File: config.mk
export PLATFORM = sky130hd
export DESIGN_NAME = sb_srq_top
export DESIGN_NICKNAME = d
export VERILOG_FILES = /design/src/rtl/sb_pkg.sv /design/src/rtl/sb_summary_stage.sv /design/src/rtl/sb_enable_reg.sv /design/src/rtl/sb_rqs_ctrl.sv /design/src/rtl/sb_srq_top.sv
export SDC_FILE = /design/constraint.sdc
export NUM_CORES = 1
export LEC_CHECK = 0
export ABC_AREA = 1
export CORE_AREA = 2 2 47 49
export DETAILED_ROUTE_END_ITERATION = 7
export DIE_AREA = 0 0 49 51
export PLACE_DENSITY = 0.82
export SLEW_MARGIN = 20
export SYNTH_ARGS = -nofsm -noshare
export SYNTH_HDL_FRONTEND = slang
export SYNTH_SLANG_ARGS = --single-unit
File: constraint.sdc
create_clock -name clk -period 1.1 [get_ports clk]
set_input_delay 0.22 -clock clk [delete_from_list [all_inputs] [get_ports clk]]
set_output_delay 0.22 -clock clk [all_outputs]
set_load 0.02 [all_outputs]
File: src/rtl/sb_pkg.sv
// Package: constants shared by the status byte service request blocks.
// Assumes an 8-bit status byte with the summary/request bit at position 6.
package sb_pkg;
    localparam int SB_W      = 8;
    localparam int SB_MSS    = 6;
    localparam int SB_UNUSED = 0;
    localparam logic [SB_W-1:0] SB_MSS_MASK = SB_W'(1) << SB_MSS;
endpackage

File: src/rtl/sb_summary_stage.sv
// Summary stage: registers each condition bit once, unlatched.
// Assumes the caller places conditions at their byte positions. The MSS
// position and the unused position are tied to 0 here.
module sb_summary_stage #(
    parameter int W       = sb_pkg::SB_W,
    parameter int MSS_POS = sb_pkg::SB_MSS,
    parameter int NUL_POS = sb_pkg::SB_UNUSED
) (
    input  logic         clk,
    input  logic         rst_n,
    input  logic [W-1:0] cond_i,
    output logic [W-1:0] sum_o
);
    for (genvar b = 0; b < W; b++) begin : g_bit
        if (b == MSS_POS || b == NUL_POS) begin : g_tie
            assign sum_o[b] = 1'b0;
        end else begin : g_reg
            logic q;
            // One register stage per condition bit, cleared by reset.
            always_ff @(posedge clk) begin
                if (!rst_n) q <= 1'b0;
                else        q <= cond_i[b];
            end
            assign sum_o[b] = q;
        end
    end

    AST_SUM_FOLLOWS: assert property (@(posedge clk) disable iff (!rst_n)
        1'b1 |=> sum_o == ($past(cond_i) & ~(W'(1) << MSS_POS) & ~(W'(1) << NUL_POS)));
endmodule

File: src/rtl/sb_enable_reg.sv
// Enable register: a writable mask for the service request. The MSS
// bit position is not stored and reads as 0.
// Assumes single-cycle write strobes. Resets to all zeros.
module sb_enable_reg #(
    parameter int W       = sb_pkg::SB_W,
    parameter int MSS_POS = sb_pkg::SB_MSS
) (
    input  logic         clk,
    input  logic         rst_n,
    input  logic         we_i,
    input  logic [W-1:0] wdata_i,
    output logic [W-1:0] en_o
);
    localparam logic [W-1:0] KEEP = ~(W'(1) << MSS_POS);
    logic [W-1:0] en_q;

    // Store written data with the MSS position masked off.
    always_ff @(posedge clk) begin
        if (!rst_n)    en_q <= '0;
        else if (we_i) en_q <= wdata_i & KEEP;
    end
    assign en_o = en_q;

    AST_EN_WRITE:  assert property (@(posedge clk) disable iff (!rst_n)
        we_i |=> en_o == ($past(wdata_i) & KEEP));
    AST_EN_HOLD:   assert property (@(posedge clk) disable iff (!rst_n)
        !we_i |=> $stable(en_o));
endmodule

File: src/rtl/sb_rqs_ctrl.sv
// Request controller: sets the request flag on a rising edge of the
// master summary and clears it on the cycle after a poll. Set wins.
// Assumes mss_i is a registered-source level and poll_i a one-cycle strobe.
module sb_rqs_ctrl (
    input  logic clk,
    input  logic rst_n,
    input  logic mss_i,
    input  logic poll_i,
    output logic rqs_o
);
    logic mss_q;
    logic rqs_q;
    logic rise;

    assign rise = mss_i && !mss_q;

    // Remember the previous master summary level for edge detection.
    always_ff @(posedge clk) begin
        if (!rst_n) mss_q <= 1'b0;
        else        mss_q <= mss_i;
    end

    // Request flag: a rising edge sets it, a poll clears it, set has priority.
    always_ff @(posedge clk) begin
        if (!rst_n)      rqs_q <= 1'b0;
        else if (rise)   rqs_q <= 1'b1;
        else if (poll_i) rqs_q <= 1'b0;
    end
    assign rqs_o = rqs_q;

    AST_RQS_ON_RISE:   assert property (@(posedge clk) disable iff (!rst_n)
        (mss_i && !mss_q) |=> rqs_o);
    AST_RQS_ONLY_EDGE: assert property (@(posedge clk) disable iff (!rst_n)
        $rose(rqs_o) |-> $past(mss_i && !mss_q));
    AST_POLL_CLEARS:   assert property (@(posedge clk) disable iff (!rst_n)
        (poll_i && !(mss_i && !mss_q)) |=> !rqs_o);
    AST_RQS_HOLDS:     assert property (@(posedge clk) disable iff (!rst_n)
        (rqs_o && !poll_i) |=> rqs_o);
endmodule

File: src/rtl/sb_srq_top.sv
// Status byte service request generator top. It assembles the status
// byte, masks it with the enable register to form the master summary,
// and drives the request line, the poll response and the read port.
// Assumes all inputs are synchronous to clk.
module sb_srq_top
    import sb_pkg::*;
(
    input  logic            clk,
    input  logic            rst_n,
    input  logic            ramp_done_i,
    input  logic            evt_sum_i,
    input  logic            overload_i,
    input  logic            alarm_i,
    input  logic            meas_valid_i,
    input  logic            ctrl_valid_i,
    input  logic            en_we_i,
    input  logic [SB_W-1:0] en_wdata_i,
    output logic [SB_W-1:0] en_rdata_o,
    input  logic            poll_i,
    output logic [SB_W-1:0] poll_byte_o,
    output logic [SB_W-1:0] stb_o,
    output logic            srq_o
);
    logic [SB_W-1:0] cond;
    logic [SB_W-1:0] sum;
    logic [SB_W-1:0] en;
    logic            mss;
    logic            rqs;

    assign cond = {ramp_done_i, 1'b0, evt_sum_i, overload_i,
                   alarm_i, meas_valid_i, ctrl_valid_i, 1'b0};

    sb_summary_stage u_sum (
        .clk    (clk),
        .rst_n  (rst_n),
        .cond_i (cond),
        .sum_o  (sum)
    );

    sb_enable_reg u_en (
        .clk     (clk),
        .rst_n   (rst_n),
        .we_i    (en_we_i),
        .wdata_i (en_wdata_i),
        .en_o    (en)
    );

    assign mss = |(sum & en);

    sb_rqs_ctrl u_rqs (
        .clk    (clk),
        .rst_n  (rst_n),
        .mss_i  (mss),
        .poll_i (poll_i),
        .rqs_o  (rqs)
    );

    assign stb_o       = sum | (mss ? SB_MSS_MASK : '0);
    assign poll_byte_o = sum | (rqs ? SB_MSS_MASK : '0);
    assign srq_o       = rqs;
    assign en_rdata_o  = en;

    AST_POLL_KEEPS_MSS: assert property (@(posedge clk) disable iff (!rst_n)
        (poll_i && !en_we_i && $stable(cond)) |=> stb_o[SB_MSS] == $past(stb_o[SB_MSS]));
    AST_BYTES_AGREE:    assert property (@(posedge clk) disable iff (!rst_n)
        (stb_o & ~SB_MSS_MASK) == (poll_byte_o & ~SB_MSS_MASK));
endmodule

Word-level counts from Yosys, hierarchy flattened
Cells that the tools add are included.
{"block": "totals", "ff_bits": 15, "latchBits": 0, "ramBits": 0, "romBits": 0, "inputBits": 18, "n_memories": 0}
{"block": "classes", "add_sub_neg": 0, "n_mul": 0, "div_mod_pow": 0, "n_lt_le_gt_ge": 0, "n_eq_ne": 0, "n_shift": 0, "muxes": 4, "n_bitwise": 3, "n_reduce_logical": 4}
{"op": "$or A8 B7 Y8", "count": 2}
{"op": "$mux W7", "count": 2}
{"op": "$and A8 B8 Y8", "count": 1}
{"op": "$reduce_or A8 Y1", "count": 1}
{"op": "$mux W1", "count": 2}
{"op": "$reduce_bool A2 Y1", "count": 1}
{"op": "$logic_and A1 B1 Y1", "count": 1}
{"op": "$logic_not A1 Y1", "count": 1}

Longest topological paths before layout
{"block": "depth", "ltp_word": 4, "mapped_depth": 6, "mapped_depth_nobuf": 6}

By module
From an unflattened synthesis, not the netlist that was laid out.
{"block": "unflattened", "hier_cells": 107, "area_unflattened_um2": 721.9}
{"module": "sb_enable_reg", "n_inst": 1, "cells_each": 45, "area_each_um2": 294.0}
{"module": "sb_summary_stage", "n_inst": 1, "cells_each": 27, "area_each_um2": 229.0}
{"module": "sb_srq_top", "n_inst": 1, "cells_each": 26, "area_each_um2": 130.1}
{"module": "sb_rqs_ctrl", "n_inst": 1, "cells_each": 9, "area_each_um2": 68.8}

Least setup slack after synthesis
Ideal clock, no wire load.
{"block": "synth_timing", "path_kind": "reg2out", "start": "reg u_en.en_q[7], in the netlist u_en.en_o[7]", "end": "out stb_o[6]", "t_arrival_ns": 0.819, "required_ns": 0.880, "setup_slack_ns": 0.061, "stages_incl_launch_ff": 6, "cell_sequence": "dfxtp_1 -> nand2_1 -> nand2_1 -> nor2_1 -> nand2_1 -> buf_4"}
{"block": "synth_between", "elab_chain_len": 4}
{"element": "start, declared", "line_no": "sb_enable_reg.sv:15", "rtl": "logic [W-1:0] en_q;"}
{"element": "start signal, assigned", "line_no": "sb_enable_reg.sv:20", "rtl": "else if (we_i) en_q <= wdata_i & KEEP;"}
{"element": "$and A8 B8 Y8", "line_no": "sb_srq_top.sv:48", "rtl": "assign mss = |(sum & en);"}
{"element": "$reduce_or A8 Y1", "line_no": "sb_srq_top.sv:48"}
{"element": "net mss", "line_no": "sb_srq_top.sv:27", "rtl": "logic mss;"}
{"element": "$mux W7", "line_no": "sb_srq_top.sv:58", "rtl": "assign stb_o = sum | (mss ? SB_MSS_MASK : '0);"}
{"element": "$or A8 B7 Y8", "line_no": "sb_srq_top.sv:58"}
{"element": "end, declared", "line_no": "sb_srq_top.sv:21", "rtl": "output logic [SB_W-1:0] stb_o,"}
The timed path passes the listed nets, and every way through them passes these cells.

Final worst setup path
{"block": "layout_timing", "start": "reg u_sum.g_bit[4].g_reg.q", "end": "out stb_o[6]"}
{"block": "layout_between", "elab_chain_len": 4}
{"element": "start, declared", "line_no": "sb_summary_stage.sv:18", "rtl": "logic q;"}
{"element": "start signal, assigned", "line_no": "sb_summary_stage.sv:22", "rtl": "else q <= cond_i[b];"}
{"element": "$and A8 B8 Y8", "line_no": "sb_srq_top.sv:48"}
{"element": "$reduce_or A8 Y1", "line_no": "sb_srq_top.sv:48"}
{"element": "$mux W7", "line_no": "sb_srq_top.sv:58"}
{"element": "$or A8 B7 Y8", "line_no": "sb_srq_top.sv:58"}
No other way between the ends.

==> metrics.md <==
| Metric | Value |
|---|---|
| DR vias/cell | `4.03` |
| WP data arrival | `roughly 1100 ps` |
| Synth Area per Inst | `7.71 µm²` |
| Core ar. | `2060 µm²` |
| Clock Path Buffers | `2` |
| Initial antenna violation count | `0` |
| Gr usage total | `between 10% and 20%` |
| Max IR drop VDD | `~0.51 mV` |
| H-tree levels | `1` |
| Fmax | `778 MHz` |
| Tmin final | `1280 ps` |
| IO Pins | `43` |
| Switching portion of total power | `between 20 and 30%` |
| IO Port Bufs | `38` |
| #FFs+latches synth | `15` |
| Clock Tree Root | `clkbuf_4` |
| Setup CP Type | `reg -> out` |
| Nets | `146` |
| PwrDens | `roughly 1100 nW/µm²` |
| Synthesis-to-finish area growth | `75.0%` |
| Die area | `~2500 µm²` |
| Register area share after synthesis | `a little under half` |
| Util after Layout | `between 50 and 60%` |
| Max Slew Vio Count | `0` |
| CTS tree | `yes` |
| Share of the synthesized area in the top cell type | `between 40% and 50%` |
| Crit-path max cell delay | `between 300 and 400 ps` |
| Die W | `a little under 50 µm` |
| Netlist Area Pre-Place | `between 600 and 700 µm²` |
| Hold Vio Cnt, Final | `0` |
| Syn. warnings | `0` |
| Final worst-path cycle share | `117%` |
| Crit path max fanout | `2` |
| Comb power frac | `29.1%` |
| RSZ-0062 raised after global routing | `true` |
| Cells after Synth | `85` |
| DRC viols | `0` |
| Layout cell share with drive strength beyond 1 | `roughly 46%` |
| Status | `finished with violations` |
| Diode count | `0` |
| Startpoint types | `flip-flop` |
| HP Class | `in -> reg` |
| Worst path slowest cell | `dfxtp_2` |
| Leakage | `roughly 0.59 nW` |
| Clock share of power | `about a quarter` |
| GPL Wtd Cong | `slightly below 0.7` |
| Placed cell area | `between 1000 and 1500 µm²` |
| Crit path capture type | `output pin` |
| Gr ovfl total | `0` |
| Synth area leader | `dfxtp_1` |
| Cell area after layout | `around 1100 µm²` |
| CTS clk-pin slew, worst paths | `roughly 90 ps` |
| Finish-stage setup viols | `2` |
| Buffers & Inverters on Critical Path | `1` |
| Yosys cell types | `14` |
| Critical path's top delay family | `flip-flops` |
| Synth area leaders | `dfxtp_1, buf_4, nand2_1, nor2_1, inv_1` |
| First-pass GRT wire length | `around 2300 µm` |
| Detail Placement HPWL | `roughly 1100 µm` |
| CTS buffer count | `3` |
| Initial DRC count | `6` |
| Post-detailed-route count of antenna-violating nets | `0` |
| CP most frequent cell | `nand2_1` |
| Final worst slack | `-185 ps` |
| Clock Sink Count | `15` |
| Net Switching | `0.368 mW` |
| DR vias | `625` |
| Num rows | `17` |
| Failing checks | `setup timing` |
| DR pass1 iterations | `2` |
| Critical path required time | `approximately 880 ps` |
| Overall routed net length | `roughly 1500 µm` |
| Clk Latency, worst-skew pair | `approximately 280 ps` |
| DR WL/cell | `a little under 10 µm` |
| Crit-path cells | `nand2_1, nand2_1, nor2_2, nand2_2, buf_6` |
| Largest net degree at the start of global routing | `17` |
| P_int | `roughly 0.93 mW` |
| Die Y | `just over 50 µm` |
| Sequential power share | `a little under half` |
| Max Cap Violations | `0` |
| Worst Skew | `~3.5 ps` |
| Vias in the first global route | `about 550` |
| Initial Util | `a little under a third` |
-- placed cells by master (no fill, tap or decap), drive strengths merged, types with 3 or more instances in the layout --
| master | count |
|---|---|
| buf | 37 |
| clkbuf | 4 |
| clkdlybuf4s50 | 16 |
| conb | 3 |
| dfxtp | 15 |
| inv | 9 |
| nand2 | 17 |
| nor2 | 15 |
| o21ai | 7 |
-- final timing paths --
path,from,endpoint,slack [ps],cells after the start
worst max-delay path,u_sum.g_bit[4].g_reg.q,stb_o[6],-180,5
worst min-delay path,meas_valid_i,u_sum.g_bit[2].g_reg.q,450,3
worst max register to register,u_en.en_o[4],u_en.en_o[4],240,4
worst min register to register,u_rqs.mss_q,u_rqs.rqs_o,480,3
-- tightest hold or removal path, stage by stage --
cell and delay [ps]:
clkdlybuf4s50_1 390, nand2_1 60, inv_1 30
-- repair_timing --
action | in CTS | in global routing
pin swaps | 3 | 1
setup endpoints to repair | 22 | 17
setup buffers | 0 | 2
hold buffers | 0 | 0
resized for setup | 130 | 13
cloned | 0 | 0
-- area by class of cell --
class,count,area (µm²)
Fill cell,196,916
Timing Repair Buffer,54,541
Sequential cell,15,315
Multi-Input combinational cell,45,195
Tap cell,28,35.0
Inverter,9,33.8
Clock buffer,3,22.5
Clock inverter,1,5.00
-- per-layer routing --
metal	part of all wire [%]	GRT usage, %	up-vias
met5	0	0	-
met4	1.4	10.0	0
met3	7.2	3.51	2
met2	53	22.8	27
met1	38	11.2	278
li1	-	-	318
-- cell families (layout without fill, tap and decap cells) --
| group | count (synthesis) | count (layout) | synth area share [%] |
|---|---|---|---|
| simple gates | 34 | 34 | 20.2 |
| other cells | 1 | 3 | 0.572 |
| compound gates | 8 | 8 | 7.06 |
| flops | 15 | 15 | 45.8 |
| buf+inv | 27 | 67 | 26.3 |
-- state kept, by name, indices dropped and copies added, names as in the netlist --
signal / cells
u_rqs.rqs_o: 1
u_en.en_o: 7
u_rqs.mss_q: 1
u_sum.g_bit.g_reg.q: 6
-- Yosys cell counts --
cell and count:
a21boi_0 1, buf_4 17, buf_6 1, conb_1 1, dfxtp_1 15, inv_1 8, inv_2 1, nand2_1 17
nand3_1 1, nand3b_1 1, nor2_1 15, o21ai_0 5, o21ai_1 1, o21ai_2 1
-- power groups by stage --
stage               Clock, mW  Combinational (mW)  Sequential (mW)
floorplan                   0               0.157            0.640
global placement            0               0.353            0.608
detailed placement          0               0.357            0.611
CTS                     0.330               0.360            0.603
global route            0.350               0.402            0.612
finish                  0.313               0.378            0.607
-- metrics by stage --
step,power (mW),hold slack [ps],TNS (ps),cells,worst slack (ps)
after floorplan,0.797,318,0,87,60.9
after global placement,0.961,461,-2870,149,-276
after detailed placement,0.968,466,-3230,149,-288
after CTS,1.29,436,-309,153,-215
after global routing,1.36,448,-432,155,-266
final,1.30,447,-267,155,-185
Power figures use the tool's default switching activity.
